File: config.mk
export PLATFORM = sky130hd
export DESIGN_NAME = v86_iret_filter
export DESIGN_NICKNAME = d
export VERILOG_FILES = /design/src/rtl/v86_iret_pkg.sv /design/src/rtl/v86_iret_check.sv /design/src/rtl/v86_iret_merge.sv /design/src/rtl/v86_iret_filter.sv
export SDC_FILE = /design/constraint.sdc
export NUM_CORES = 1
export LEC_CHECK = 0
export BUFFER_PORTS_ARGS = -buffer_cell sky130_fd_sc_hd__buf_2
export CAP_MARGIN = 20
export CORE_AREA = 2 2 110 112
export CTS_CLUSTER_DIAMETER = 200
export DETAILED_ROUTE_END_ITERATION = 10
export DIE_AREA = 0 0 112 114
export PLACE_DENSITY = 0.58
export SYNTH_ARGS = -nofsm -noshare
export SYNTH_HDL_FRONTEND = slang
export SYNTH_HIERARCHICAL = 1
export SYNTH_SLANG_ARGS = --single-unit
File: constraint.sdc
create_clock -name clk -period 2.1 [get_ports clk]
set_input_delay 0.315 -clock clk [delete_from_list [all_inputs] [get_ports clk]]
set_output_delay 0.315 -clock clk [all_outputs]
set_load 0.005 [all_outputs]
File: src/rtl/v86_iret_pkg.sv
package v86_iret_pkg;

    localparam int FLAG_W = 32;

    localparam int BIT_TF  = 8;
    localparam int BIT_IF  = 9;
    localparam int BIT_VIF = 19;
    localparam int BIT_VIP = 20;
    localparam int IOPL_LO = 12;

    // arithmetic group: CF PF AF ZF SF OF
    localparam logic [FLAG_W-1:0] MASK_ARITH = 32'h0000_08D5;
    localparam logic [FLAG_W-1:0] MASK_TF    = 32'h0000_0100;
    localparam logic [FLAG_W-1:0] MASK_IF    = 32'h0000_0200;
    localparam logic [FLAG_W-1:0] MASK_DF    = 32'h0000_0400;
    localparam logic [FLAG_W-1:0] MASK_NT    = 32'h0000_4000;
    localparam logic [FLAG_W-1:0] MASK_RF    = 32'h0001_0000;
    localparam logic [FLAG_W-1:0] MASK_AC    = 32'h0004_0000;
    localparam logic [FLAG_W-1:0] MASK_VIF   = 32'h0008_0000;
    localparam logic [FLAG_W-1:0] MASK_ID    = 32'h0020_0000;

    localparam logic [FLAG_W-1:0] WMASK_16 =
        MASK_ARITH | MASK_TF | MASK_IF | MASK_DF | MASK_NT;
    localparam logic [FLAG_W-1:0] WMASK_16_VIRT =
        MASK_ARITH | MASK_TF | MASK_DF | MASK_NT | MASK_VIF;
    localparam logic [FLAG_W-1:0] WMASK_32 =
        WMASK_16 | MASK_RF | MASK_AC | MASK_ID;

    localparam int BYTES_16 = 6;
    localparam int BYTES_32 = 12;

    typedef struct packed {
        logic              done;
        logic              gp;
        logic              ss;
        logic              we;
        logic [3:0]        bytes;
        logic [FLAG_W-1:0] flags;
        logic [FLAG_W-1:0] ip;
    } iret_res_t;

endpackage

File: src/rtl/v86_iret_check.sv
module v86_iret_check
    import v86_iret_pkg::*;
#(
    parameter int ROOM_W = 8
) (
    input  logic              is_op32,
    input  logic              virt_en,
    input  logic [1:0]        iopl,
    input  logic              cur_vip,
    input  logic              img_tf,
    input  logic              img_if,
    input  logic [ROOM_W-1:0] room,
    output logic              gp_fault,
    output logic              ss_fault,
    output logic              virt_path
);
    localparam logic [ROOM_W-1:0] NEED_16 = ROOM_W'(BYTES_16);
    localparam logic [ROOM_W-1:0] NEED_32 = ROOM_W'(BYTES_32);

    logic low_priv;
    logic gp_priv;
    logic gp_virt;
    logic short_stack;

    always_comb begin
        low_priv    = (iopl != 2'b11);
        gp_priv     = low_priv && (is_op32 || !virt_en);
        short_stack = is_op32 ? (room < NEED_32) : (room < NEED_16);
        ss_fault    = !gp_priv && short_stack;
        virt_path   = !is_op32 && virt_en && low_priv;
        gp_virt     = virt_path && !short_stack && (img_tf || (img_if && cur_vip));
        gp_fault    = gp_priv || gp_virt;
    end
endmodule

File: src/rtl/v86_iret_merge.sv
module v86_iret_merge
    import v86_iret_pkg::*;
(
    input  logic              is_op32,
    input  logic              virt_path,
    input  logic [FLAG_W-1:0] cur,
    input  logic [FLAG_W-1:0] img,
    output logic [FLAG_W-1:0] merged
);
    logic [FLAG_W-1:0] wmask;
    logic [FLAG_W-1:0] src;

    always_comb begin
        if (is_op32) begin
            wmask = WMASK_32;
            src   = img;
        end else if (virt_path) begin
            wmask        = WMASK_16_VIRT;
            src          = {16'b0, img[15:0]};
            src[BIT_VIF] = img[BIT_IF];
        end else begin
            wmask = WMASK_16;
            src   = {16'b0, img[15:0]};
        end
    end

    for (genvar b = 0; b < FLAG_W; b++) begin : g_bit
        assign merged[b] = wmask[b] ? src[b] : cur[b];
    end
endmodule

File: src/rtl/v86_iret_filter.sv
module v86_iret_filter
    import v86_iret_pkg::*;
#(
    parameter int ROOM_W = 8
) (
    input  logic              clk,
    input  logic              rst_n,
    input  logic              req_valid,
    input  logic              req_op32,
    input  logic              vme_en,
    input  logic [31:0]       cur_flags,
    input  logic [31:0]       pop_flags,
    input  logic [31:0]       pop_ip,
    input  logic [ROOM_W-1:0] stack_room,
    output logic              rsp_valid,
    output logic              fault_gp,
    output logic              fault_ss,
    output logic              flags_we,
    output logic [3:0]        pop_bytes,
    output logic [31:0]       flags_next,
    output logic [31:0]       ip_next
);
    logic              gp_w, ss_w, virt_w;
    logic [FLAG_W-1:0] merged_w;
    iret_res_t         res_d, res_q;

    v86_iret_check #(.ROOM_W(ROOM_W)) u_check (
        .is_op32   (req_op32),
        .virt_en   (vme_en),
        .iopl      (cur_flags[IOPL_LO+1:IOPL_LO]),
        .cur_vip   (cur_flags[BIT_VIP]),
        .img_tf    (pop_flags[BIT_TF]),
        .img_if    (pop_flags[BIT_IF]),
        .room      (stack_room),
        .gp_fault  (gp_w),
        .ss_fault  (ss_w),
        .virt_path (virt_w)
    );

    v86_iret_merge u_merge (
        .is_op32   (req_op32),
        .virt_path (virt_w),
        .cur       (cur_flags),
        .img       (pop_flags),
        .merged    (merged_w)
    );

    always_comb begin
        res_d = '0;
        if (req_valid) begin
            res_d.done = 1'b1;
            if (gp_w || ss_w) begin
                res_d.gp    = gp_w;
                res_d.ss    = ss_w;
                res_d.flags = cur_flags;
            end else begin
                res_d.we    = 1'b1;
                res_d.bytes = req_op32 ? 4'(BYTES_32) : 4'(BYTES_16);
                res_d.flags = merged_w;
                res_d.ip    = req_op32 ? pop_ip : {16'b0, pop_ip[15:0]};
            end
        end
    end

    always_ff @(posedge clk) begin
        if (!rst_n) res_q <= '0;
        else        res_q <= res_d;
    end

    assign rsp_valid  = res_q.done;
    assign fault_gp   = res_q.gp;
    assign fault_ss   = res_q.ss;
    assign flags_we   = res_q.we;
    assign pop_bytes  = res_q.bytes;
    assign flags_next = res_q.flags;
    assign ip_next    = res_q.ip;

    a_r11_one_fault: assert property (@(posedge clk) disable iff (!rst_n)
        $onehot0({fault_gp, fault_ss}));

    a_r10_no_write_on_fault: assert property (@(posedge clk) disable iff (!rst_n)
        (fault_gp || fault_ss) |-> (!flags_we && pop_bytes == 4'd0));

    a_r11_latency: assert property (@(posedge clk) disable iff (!rst_n)
        req_valid |=> rsp_valid);

    a_r11_idle: assert property (@(posedge clk) disable iff (!rst_n)
        !req_valid |=> !rsp_valid);

    // IOPL is never altered by a return in this mode
    a_r6_iopl_kept: assert property (@(posedge clk) disable iff (!rst_n)
        req_valid |=> (!flags_we || flags_next[13:12] == $past(cur_flags[13:12])));

    // VM and VIP are never written
    a_r7_vm_vip_kept: assert property (@(posedge clk) disable iff (!rst_n)
        req_valid |=> (!flags_we ||
            (flags_next[17] == $past(cur_flags[17]) &&
             flags_next[20] == $past(cur_flags[20]))));

    a_r9_bytes: assert property (@(posedge clk) disable iff (!rst_n)
        flags_we |-> (pop_bytes == 4'd6 || pop_bytes == 4'd12));
endmodule

Word level (Yosys, flattened, before mapping)
Index checks and enable logic that the tools add are counted.

word-level totals
  input port bits = 109
  output and inout port bits = 72
  register bits = 72
  word-level logic and storage cells = 77

cells by class
  bitwise operators = 3
  $lt $le $gt $ge = 2
  reductions and logical operators = 19
  multiplexer cells = 44
  equality and inequality tests = 1

operator list
  kind                  count
  $mux W32              5
  $mux W72              1
  $mux W20              2
  $mux W1               33
  $lt A8 B3 Y1 const B  1
  $lt A8 B4 Y1 const B  1
  $logic_and A1 B1 Y1   7
  $mux W5               1
  $logic_not A1 Y1      4
  $logic_or A1 B1 Y1    4
  $mux W4               1
  $reduce_or A4 Y1      1
  $not A1 Y1            3
  $reduce_and A3 Y1     1
  $reduce_or A3 Y1      1
  $mux W2               1
  $ne A2 B2 Y1 const B  1
  $reduce_and A2 Y1     1

Longest topological paths before layout
Gate-level depths: netlist of the first run.

  depth in word-level cells = 9
  depth in mapped cells = 7
  mapped depth without buffers = 6

Modules after synthesis
The synthesis of the first run kept the hierarchy.

modules (own cells, without submodules)
  module           instances  seq. area each (µm²)  area each (µm²)  cells an instance
  v86_iret_filter  1          1,421.4               2,479.9          250
  v86_iret_merge   1          0.0                   280.3            33
  v86_iret_check   1          0.0                   87.6             13

Least setup slack after synthesis of the first run
Ideal clock, no wire load.

  path kind = input -> register
  start point = in stack_room[7]
  end point = reg res_q (netlist bit ip_next[22])
  setup time = 0.073 ns
  cell stages on the path = 7
  data required time = 2.027 ns
  path buffers = 2
  slack = 0.341 ns
  data arrival time = 1.686 ns
  path through = nor4_4 > o2111ai_1 > and3_1 > or3b_1 > buf_2 > buf_6 > nor3_2

on the way
  cells in the longest elaborated chain, start to end = 8
  elaborated cells between the ends (all ways) = 10
  those cells by class = 2 x order compare; 1 x mux; 7 x reduce/logical

ends and longest elaborated chain
  element                                              line                   text
  start: declaration                                   v86_iret_filter.sv:14  input logic [ROOM_W-1:0] stack_room,
  $lt A8 B3 Y1 / $lt A8 B4 Y1 (equally long branches)  v86_iret_check.sv:28   short_stack = is_op32 ? (room < NEED_32) : (room < NEED_16);
  $mux W1 (*)                                          v86_iret_check.sv:28
  $logic_not A1 Y1 (*)                                 v86_iret_check.sv:31   gp_virt = virt_path && !short_stack && (img_tf || (img_if && cur_vip));
  $logic_and A1 B1 Y1 (*) (2 in a row)                 v86_iret_check.sv:31
  $logic_or A1 B1 Y1 (*)                               v86_iret_check.sv:32   gp_fault = gp_priv || gp_virt;
  via gp_w                                             v86_iret_filter.sv:23  logic gp_w, ss_w, virt_w;
  $logic_or A1 B1 Y1 (*)                               v86_iret_filter.sv:52  if (gp_w || ss_w) begin
  $reduce_or A4 Y1 (no line) (*)                       n/a
  end signal: assignment                               v86_iret_filter.sv:67  else res_q <= res_d;
  end: declaration                                     v86_iret_filter.sv:25  iret_res_t res_d, res_q;

The timed path passes the listed nets; every way through them passes the cells marked *.
A chain may end at the register's enable or synchronous reset.

Final worst setup path of the first run
  start point = in stack_room[7]
  end point = reg res_q (netlist bit flags_next[18])

on the way
  cells in the longest elaborated chain, start to end = 8
  elaborated cells between the ends (all ways) = 10
  those cells by class = 2 x order compare; 2 x mux; 6 x reduce/logical

ends and longest elaborated chain
  element                                              line
  $lt A8 B3 Y1 / $lt A8 B4 Y1 (equally long branches)  v86_iret_check.sv:28
  $mux W1 (*)                                          v86_iret_check.sv:28
  $logic_not A1 Y1 (*)                                 v86_iret_check.sv:31
  $logic_and A1 B1 Y1 (*) (2 in a row)                 v86_iret_check.sv:31
  $logic_or A1 B1 Y1 (*)                               v86_iret_check.sv:32
  via gp_w                                             v86_iret_filter.sv:23
  $logic_or A1 B1 Y1 (*)                               v86_iret_filter.sv:52
  $mux W32 (*)                                         v86_iret_filter.sv:52

Marked as above.

==> metrics.txt, run 1 <==
status=complete, no violations; Setup TNS Final=0 ns; vias in the first global route=2,379; Setup Crit Path Kind=input port to flop; Syn Area/Cell=9.62 um2; commonest cells after routing, fill and taps aside=159 x buf_2, 71 x dfxtp_1, 35 x a21oi_1; CORE AREA=11,700 um2; TritonCTS clock tree=built; gr ovfl total=0; overall power=3.25 mW; routed len/inst=12.8 um; CP cell instances=buf_2 -> nor4_4 -> o2111ai_1 -> and3_2 -> buf_12 -> or3b_2 -> a21oi_1; share of power burned in registers=0.432; Distinct cells, synth=27; clk buf depth=2; post-cts hold buffer count=0; drc violations=0; first-pass GRT wire length=11,800 um; Iter 0 DRT Violations=148; Final Hold Fails=0; Die Ht=114 um; pins over their slew limit=0; area growth from synthesis to layout=37.8%; Peak Freq=610 MHz; Seq cells post-synth=71; final net count=533; required time worst endpoint=2.36 ns; final setup fails=0; Max Fanout on Critical Path=62; post-CTS sizing=0; Root Driver=clkbuf_16; peak supply drop=473 uV; most common cell after layout, fill and taps aside=buf_2; Mapped Area=2850 um2; DR vias=2,451; post-synthesis sequential area ratio=0.499; WP data arrival=1.90 ns; DP HPWL=5350 um; clock sink total=71; Mapped Cells=296; Die X=112 um; Clock Power Share=0.464; Comb power frac=0.104; max-cap violations=0; Synth warnings=6; startpoint type of the worst setup path=input port; Pint=2.49 mW; clock slew at reported path FFs=0.06 ns; Slew @ Worst Pin=0.752 ns; initial antenna violation count=1; RSZ-0062 raised after global routing=false; syn nets=405; GPL Wtd Cong=0.721; number of H-tree levels=3; IO Pins=181; ANT nets after route=0; drt total wl=7410 um; power per cell area=827 nW/um2; fin crit share=0.781; relative max-transition margin=0.498; Total GRT Usage=0.120; layout cells sized above 1=0.485; Critical-path top delay cell=or3b_2; Leak=1.96 nW; Min-Delay Path Class=input port to flop; critical path capture point type=flop; row count=40; min cycle time layout=1.64 ns; Port-buffer cells=159; CTS buffer count=9; Post-CTS Setup Inserts=0; vias per cell=4.25; Sw Share=0.233; Die Area=12,800 um2; switching pwr=756 uW; Starting Density=0.243; CP max stage delay=0.45 ns; drt pass-1 iters=4; largest net degree at the start of global routing=63
## metal layers
layer  vias up  track usage  wire, um
met3        13       0.0632       827
met1      1084        0.140      3110
met5         -            0        11
met4         2       0.0463       108
met2       109        0.186      3350
li1       1243            -         -
## worst paths after layout
check	startpoint	to	slack (ns)	cells past startpoint
hold / removal	pop_ip[3]	ip_next[3]	0.20	2
setup / recovery	stack_room[7]	flags_next[18]	0.46	7
## cell usage after synthesis
master | number | share of area
nor3_2 | 9 | 0.032
or3b_2 | 8 | 0.025
nor2_1 | 2 | 0.0026
and3_1 | 19 | 0.042
o2111ai_1 | 1 | 0.0031
nand2_1 | 5 | 0.0066
buf_6 | 2 | 0.0079
nor2b_1 | 1 | 0.0022
conb_1 | 1 | 0.0013
or3b_1 | 25 | 0.077
o21ai_0 | 27 | 0.047
mux2_2 | 3 | 0.012
buf_4 | 28 | 0.074
mux2_4 | 2 | 0.011
nor3_1 | 9 | 0.016
dfxtp_1 | 71 | 0.50
o21ai_1 | 5 | 0.0088
a21oi_1 | 36 | 0.063
clkbuf_1 | 15 | 0.020
clkbuf_2 | 1 | 0.0018
o211ai_1 | 1 | 0.0026
inv_1 | 17 | 0.022
buf_2 | 4 | 0.0070
nand2b_4 | 1 | 0.0048
nand2b_1 | 1 | 0.0022
nor4_4 | 1 | 0.0075
nor3b_1 | 1 | 0.0026
## worst max-delay path, delay by kind of cell
family / cells / cell delay (ns)
AO/OA/AOI/OAI: 2 / 0.28
buffers and inverters: 2 / 0.30
AND/OR/NAND/NOR: 3 / 0.98
## per-stage QoR
stage	utilization	hold slack, ns	instance area (um2)	cells	worst slack, ns
after floorplan	-	0.391	2850	296	0.341
final	0.335	0.205	3920	577	0.459
after global routing	0.335	0.193	3920	576	0.361
after CTS	0.335	0.187	3920	576	0.463
after global placement	0.309	0.540	3620	560	0.147
after detailed placement	0.309	0.545	3620	560	0.105
## cells by family after synthesis
logic type      after synthesis  synth area share
simple gates                 82             0.219
flops                        71             0.499
compound gates               70             0.125
buf+inv                      67             0.133
mux                           5            0.0224
other cells                   1           0.00132
## cell type report
cell class	instances	area, um2
fill	1225	7790
sequential	71	1420
multi-input combinational	158	1060
timing repair buffer	167	893
clock buffer	10	229
tap	147	184
clock inverter	6	68.8
inverter	17	63.8
antenna	1	2.50
## sequential cells by signal, indices dropped and copies added (netlist names)
register / cells
flags_we: 1
pop_bytes: 3
rsp_valid: 1
flags_next: 32
ip_next: 32
fault_gp: 1
fault_ss: 1
## power by group through the flow
stage / Sequential [mW] / Clock [mW] / Combinational, mW
final: 1.40 / 1.50 / 0.338
after global routing: 1.41 / 1.63 / 0.385
after CTS: 1.40 / 1.56 / 0.346
after detailed placement: 1.43 / 0 / 0.344
after global placement: 1.43 / 0 / 0.334
after floorplan: 1.44 / 0 / 0.187
(Power assumes the default switching activity.)
==> run 2, diff against run 1 <==
Settings changed: PLACE_DENSITY 0.58 to 0.6.
Clock period 2.1 ns to 1.4 ns, I/O delays scaled along.
==> run 2 against run 1 <==
The run now ends with negative setup slack left. First-iteration DRC count fell by 18%. Sequential cell count did not move. Sequential power rose by 51%. Die area did not move. Critical path depth did not move. Utilization rose by 2.7 points. Worst setup slack got worse by 0.47 ns. Clock-buffer cell count did not move. Global-route usage rose by 0.50 points. Non-clock buffer count rose by 13. Wire length rose by 9.0%. Largest cell class unchanged.
==> metrics.txt, run 2 (synthesis results as in run 1) <==
placed cells=567 (+1.3%); commonest cells after routing, fill and taps aside=157 x buf_2, 71 x dfxtp_1, 21 x or3b_1, 21 x a21oi_1, 19 x o21ai_0; drt total wl=8080 um (+9.0%); clock slew at reported path FFs=0.06 ns (about the same); first-pass GRT wire length=12,100 um (+2.8%); Peak Freq=708 MHz; pins over their slew limit=0 (unchanged); FILL cells=1,226 (+0.082%); worst hold start=pop_ip[6]; dpl cell area=3680 um2 (+1.6%); drc violations=0 (unchanged); Clock Power Share=0.453 (-0.011); power per cell area=1180 nW/um2 (+43%); TritonCTS clock tree=built; status=finished, violations left; Leak=2.08 nW (+6.4%); startpoint type of the worst setup path=input port; critical path capture point type=flop; GPL Wtd Cong=0.721 (about the same); WP data arrival=1.68 ns (-0.22 ns); final instance area=4240 um2 (+8.0%); Min-Delay Path Class=input port to flop; switching pwr=1.20 mW (+59%); DR vias=2,522 (+2.9%); dpl ws=-0.421 ns (-0.527 ns); number of H-tree levels=3 (unchanged); Iter 0 DRT Violations=121 (-18%); Pint=3.81 mW (+53%); initial antenna violation count=0 (-1); GRT Max-Usage Layer=met2; Min-Delay Path Depth=2 (unchanged); vias in the first global route=2,369 (-0.42%); Max Fanout on Critical Path=18 (-71%); setup ws final=-0.0123 ns (-0.472 ns); max-cap violations=0 (unchanged); ANT nets after route=0 (unchanged); RSZ-0062 raised after global routing=true; Total GRT Usage=0.125 (+0.00499); row count=40 (unchanged); Sw Share=0.239 (+0.00626); Final Hold Fails=0 (unchanged); clk buf depth=2 (unchanged); Starting Density=0.243 (unchanged); drt pass-1 iters=4 (unchanged); Comb power frac=0.127 (+0.023); Setup Crit Path Kind=input port to flop; met1 usage=0.146 (+0.00576); CTS buffer count=9 (unchanged); final setup fails=2 (+2); overall power=5.01 mW (+54%); area growth from synthesis to layout=48.8%; fin crit share=1.01; Die Ht=114 um (unchanged); routed len/inst=13.7 um (+6.8%); area of the multi-input gates=1200 um2 (+14%); met3 GRT Util=0.0574 (-0.00584); Finished Layout Cells=589 (+2.1%); largest net degree at the start of global routing=33 (-48%); Die Area=12,800 um2 (unchanged); peak supply drop=712 uV (+50%); layout cells sized above 1=0.563 (+0.0785); Root Driver=clkbuf_16; storage element area=1420 um2 (unchanged); DP HPWL=5500 um (+2.7%); min cycle time layout=1.41 ns; most common cell after layout, fill and taps aside=buf_2; Port-buffer cells=159 (unchanged); clock sink total=71 (unchanged); required time worst endpoint=1.66 ns (-0.70 ns); share of power burned in registers=0.420 (-0.012); Hold EP=ip_next[6]; final net count=546 (+2.4%); gr ovfl total=0 (unchanged); CORE AREA=11,700 um2 (unchanged); GR Util met2=0.196 (+0.0105); vias per cell=4.28 (+0.80%); failing checks=negative setup slack; post-cts hold buffer count=0 (unchanged); Util after Layout=0.362 (+0.0267); Die X=112 um (unchanged); IO Pins=181 (unchanged); n_diodes=0 (-1)
## run 2: timing repair
action                                  4_1_cts  5_1_grt
gates resized for setup                      17       41
pin swaps                                     1        4
setup buffers                                 0        4
endpoints found under the setup margin       18       66
cloned                                        1        1
## run 2: worst max-delay path, cell delays in order
cell and delay [ns]:
buf_6 0.10, nor4_4 0.29, o2111ai_1 0.14, and3_4 0.21
or3b_4 0.39, buf_12 0.17, nor3_4 0.16
## run 2: power groups by stage
stage | registers (mW) | logic [mW] | clock network (mW)
global placement | 2.15 | 0.515 | 0
finish | 2.11 | 0.635 | 2.27
global route | 2.11 | 0.696 | 2.45
CTS | 2.11 | 0.577 | 2.34
detailed placement | 2.15 | 0.529 | 0
floorplan | 2.16 | 0.288 | 0
## run 2: worst max path at each step
stage                        from      endpoint
global placement    stack_room[7]  pop_bytes[1]
CTS                 stack_room[6]   ip_next[19]
global route        stack_room[7]   ip_next[30]
finish              stack_room[7]   ip_next[16]
detailed placement  stack_room[7]   ip_next[19]
floorplan           stack_room[7]   ip_next[22]
## run 2: metal layers
metal	routed length (um)	up-vias
li1	-	1269
met3	718	11
met5	0	-
met1	3460	1128
met4	141	0
met2	3760	114
## run 2: layout make-up
| cell class | count | share of cell area |
|---|---|---|
| clock buffers | 10 | 0.0540 |
| flip-flops and latches | 71 | 0.335 |
| repair buffers | 180 | 0.251 |
| clock inverters | 6 | 0.0165 |
| inverters | 17 | 0.0151 |
| well taps | 147 | 0.0434 |
| multi-input cells | 158 | 0.284 |
## run 2: through the flow
step	hold WS [ns]	TNS [ns]
floorplan	0.286	-5.70
global placement	0.433	-21.36
detailed placement	0.438	-21.61
CTS	0.0769	-0.00163
global route	0.0788	-1.55
finish	0.0910	-0.0150
==> run 3, diff against run 2 <==
Settings changed: CORE_AREA 2 2 110 112 to 2 2 90 92, DIE_AREA 0 0 112 114 to 0 0 92 94, PLACE_DENSITY 0.6 to 0.81, REMOVE_ABC_BUFFERS from default to 1.
==> run 3 against run 2 <==
The run still ends with negative setup slack left. First-iteration DRC count is 30% lower. Global-route usage is 3.6 points higher. Final cell count is 7.0% lower. Worst hold slack better by 0.0023 ns. Non-clock buffer count is 4 higher. Maximum frequency is 1.3% lower. Via count is 1.2% higher. Clock-buffer cell count is 1 lower. Critical path depth stayed put. Die area is 32% lower. Clock power is 3% higher.
==> metrics.txt, run 3 (synthesis results as in run 1) <==
status=finished, violations left; failing checks=negative setup slack; final setup fails=18 (+16); post-cts hold buffer count=0 (unchanged); clk buf depth=2 (unchanged); Iter 0 DRT Violations=85 (-30%); dpl ws=-0.506 ns (-0.0849 ns); Die Ht=94 um (-18%); drc violations=0 (unchanged); drt pass-1 iters=4 (unchanged); fin crit share=1.02 (+0.0130); commonest cells after routing, fill and taps aside=157 x buf_2, 71 x dfxtp_1, 29 x a21oi_1; min cycle time layout=1.43 ns (+0.0182 ns); clock sink total=71 (unchanged); initial antenna violation count=0 (unchanged); Max Fanout on Critical Path=18 (unchanged); WP data arrival=1.70 ns (+0.02 ns); Final Hold Fails=0 (unchanged); Peak Freq=699 MHz (-1.3%); area growth from synthesis to layout=43.9%; row count=32 (-20%); FILL cells=704 (-43%); Setup Crit Path Kind=input port to flop; Leak=2.07 nW (-0.64%); DP HPWL=5170 um (-5.9%); vias in the first global route=2,384 (+0.63%); critical path capture point type=flop; max-cap violations=0 (unchanged); TritonCTS clock tree=built; Min-Delay Path Class=input port to flop; pins over their slew limit=0 (unchanged); number of H-tree levels=3 (unchanged); storage element area=1420 um2 (unchanged); largest net degree at the start of global routing=43 (+30%); Total GRT Usage=0.161 (+0.0361); Die X=92 um (-18%); overall power=5.03 mW (+0.34%); setup ws final=-0.0305 ns (-0.0182 ns); Starting Density=0.374 (+0.131); routed len/inst=13.3 um (-2.9%); Root Driver=clkbuf_8; area of the multi-input gates=1150 um2 (-4.8%); IO Pins=181 (unchanged); CTS buffer count=9 (unchanged); startpoint type of the worst setup path=input port; ANT nets after route=0 (unchanged); drt total wl=7300 um (-9.6%); layout cells sized above 1=0.543 (-0.0207); power per cell area=1230 nW/um2 (+3.7%); gr ovfl total=0 (unchanged); vias per cell=4.66 (+8.8%); Port-buffer cells=159 (unchanged); CORE AREA=7610 um2 (-35%); first-pass GRT wire length=10,900 um (-9.5%); clock slew at reported path FFs=0.08 ns (+0.02 ns); RSZ-0062 raised after global routing=true; Die Area=8650 um2 (-32%); most common cell after layout, fill and taps aside=buf_2; DR vias=2,552 (+1.2%); n_diodes=0 (unchanged); required time worst endpoint=1.67 ns (about the same); final net count=550 (+0.73%); peak supply drop=538 uV (-24%); GPL Wtd Cong=0.693 (-3.8%)
[run 3: changes by cell type in the layout (fill, tap and decap cells not counted), sizes merged]
cell    delta
clkinv     -3
bufinv     +4
clkbuf     -1
buf        +4
[run 3: per-layer routing]
metal  global-route usage  vias up  wire length [um]
met5                    0        -                 0
met3               0.0457        7               475
met1                0.184     1176              2900
li1                     -     1268                 -
met2                0.287      101              3850
met4               0.0572        0                70
[run 3: where the power goes]
| group | total [mW] | internal (mW) | switching, mW |
|---|---|---|---|
| sequential | 2.10 | 2.09 | 0.0162 |
| combinational | 0.585 | 0.310 | 0.275 |
| clock | 2.34 | 1.55 | 0.789 |
[run 3: layout make-up]
cell class                      instances  share of cell area
Tap cell                              102              0.0311
Clock buffer                            9              0.0302
Multi-Input combinational cell        158               0.280
Clock inverter                          7              0.0409
Inverter                               17              0.0156
Timing Repair Buffer                  184               0.255
Sequential cell                        71               0.347
[run 3: final timing paths]
path                      start      endpoint  slack, ns  depth (start not counted)
setup / recovery  stack_room[7]  pop_bytes[1]      -0.03                          7
hold / removal       pop_ip[18]   ip_next[18]       0.09                          3
[run 3: critical path, stage by stage]
cell       delay [ns]
buf_6            0.10
nor4_4           0.28
o2111ai_1        0.16
and3_4           0.23
or3b_4           0.39
buf_12           0.17
nor3b_2          0.17
[run 3: stage by stage]
| stage | TNS [ns] | hold WS (ns) | cell area (um2) | utilization | std cells |
|---|---|---|---|---|---|
| after global placement | -22.97 | 0.437 | 3660 | 0.481 | 529 |
| after CTS | -0.136 | 0.0653 | 4020 | 0.528 | 545 |
| after global routing | -0.880 | 0.0726 | 4100 | 0.539 | 548 |
| after detailed placement | -26.79 | 0.438 | 3660 | 0.481 | 529 |
| final | -0.217 | 0.0933 | 4100 | 0.539 | 548 |
| after floorplan | -121.36 | 0.286 | 2530 | - | 246 |
[run 3: what timing repair did]
action	4_1_cts	5_1_grt
gates cloned	0	1
setup endpoints to repair	46	53
gates resized for setup	16	15
pin swaps	0	1
setup buffers	0	2
endpoints found under the hold margin	0	0
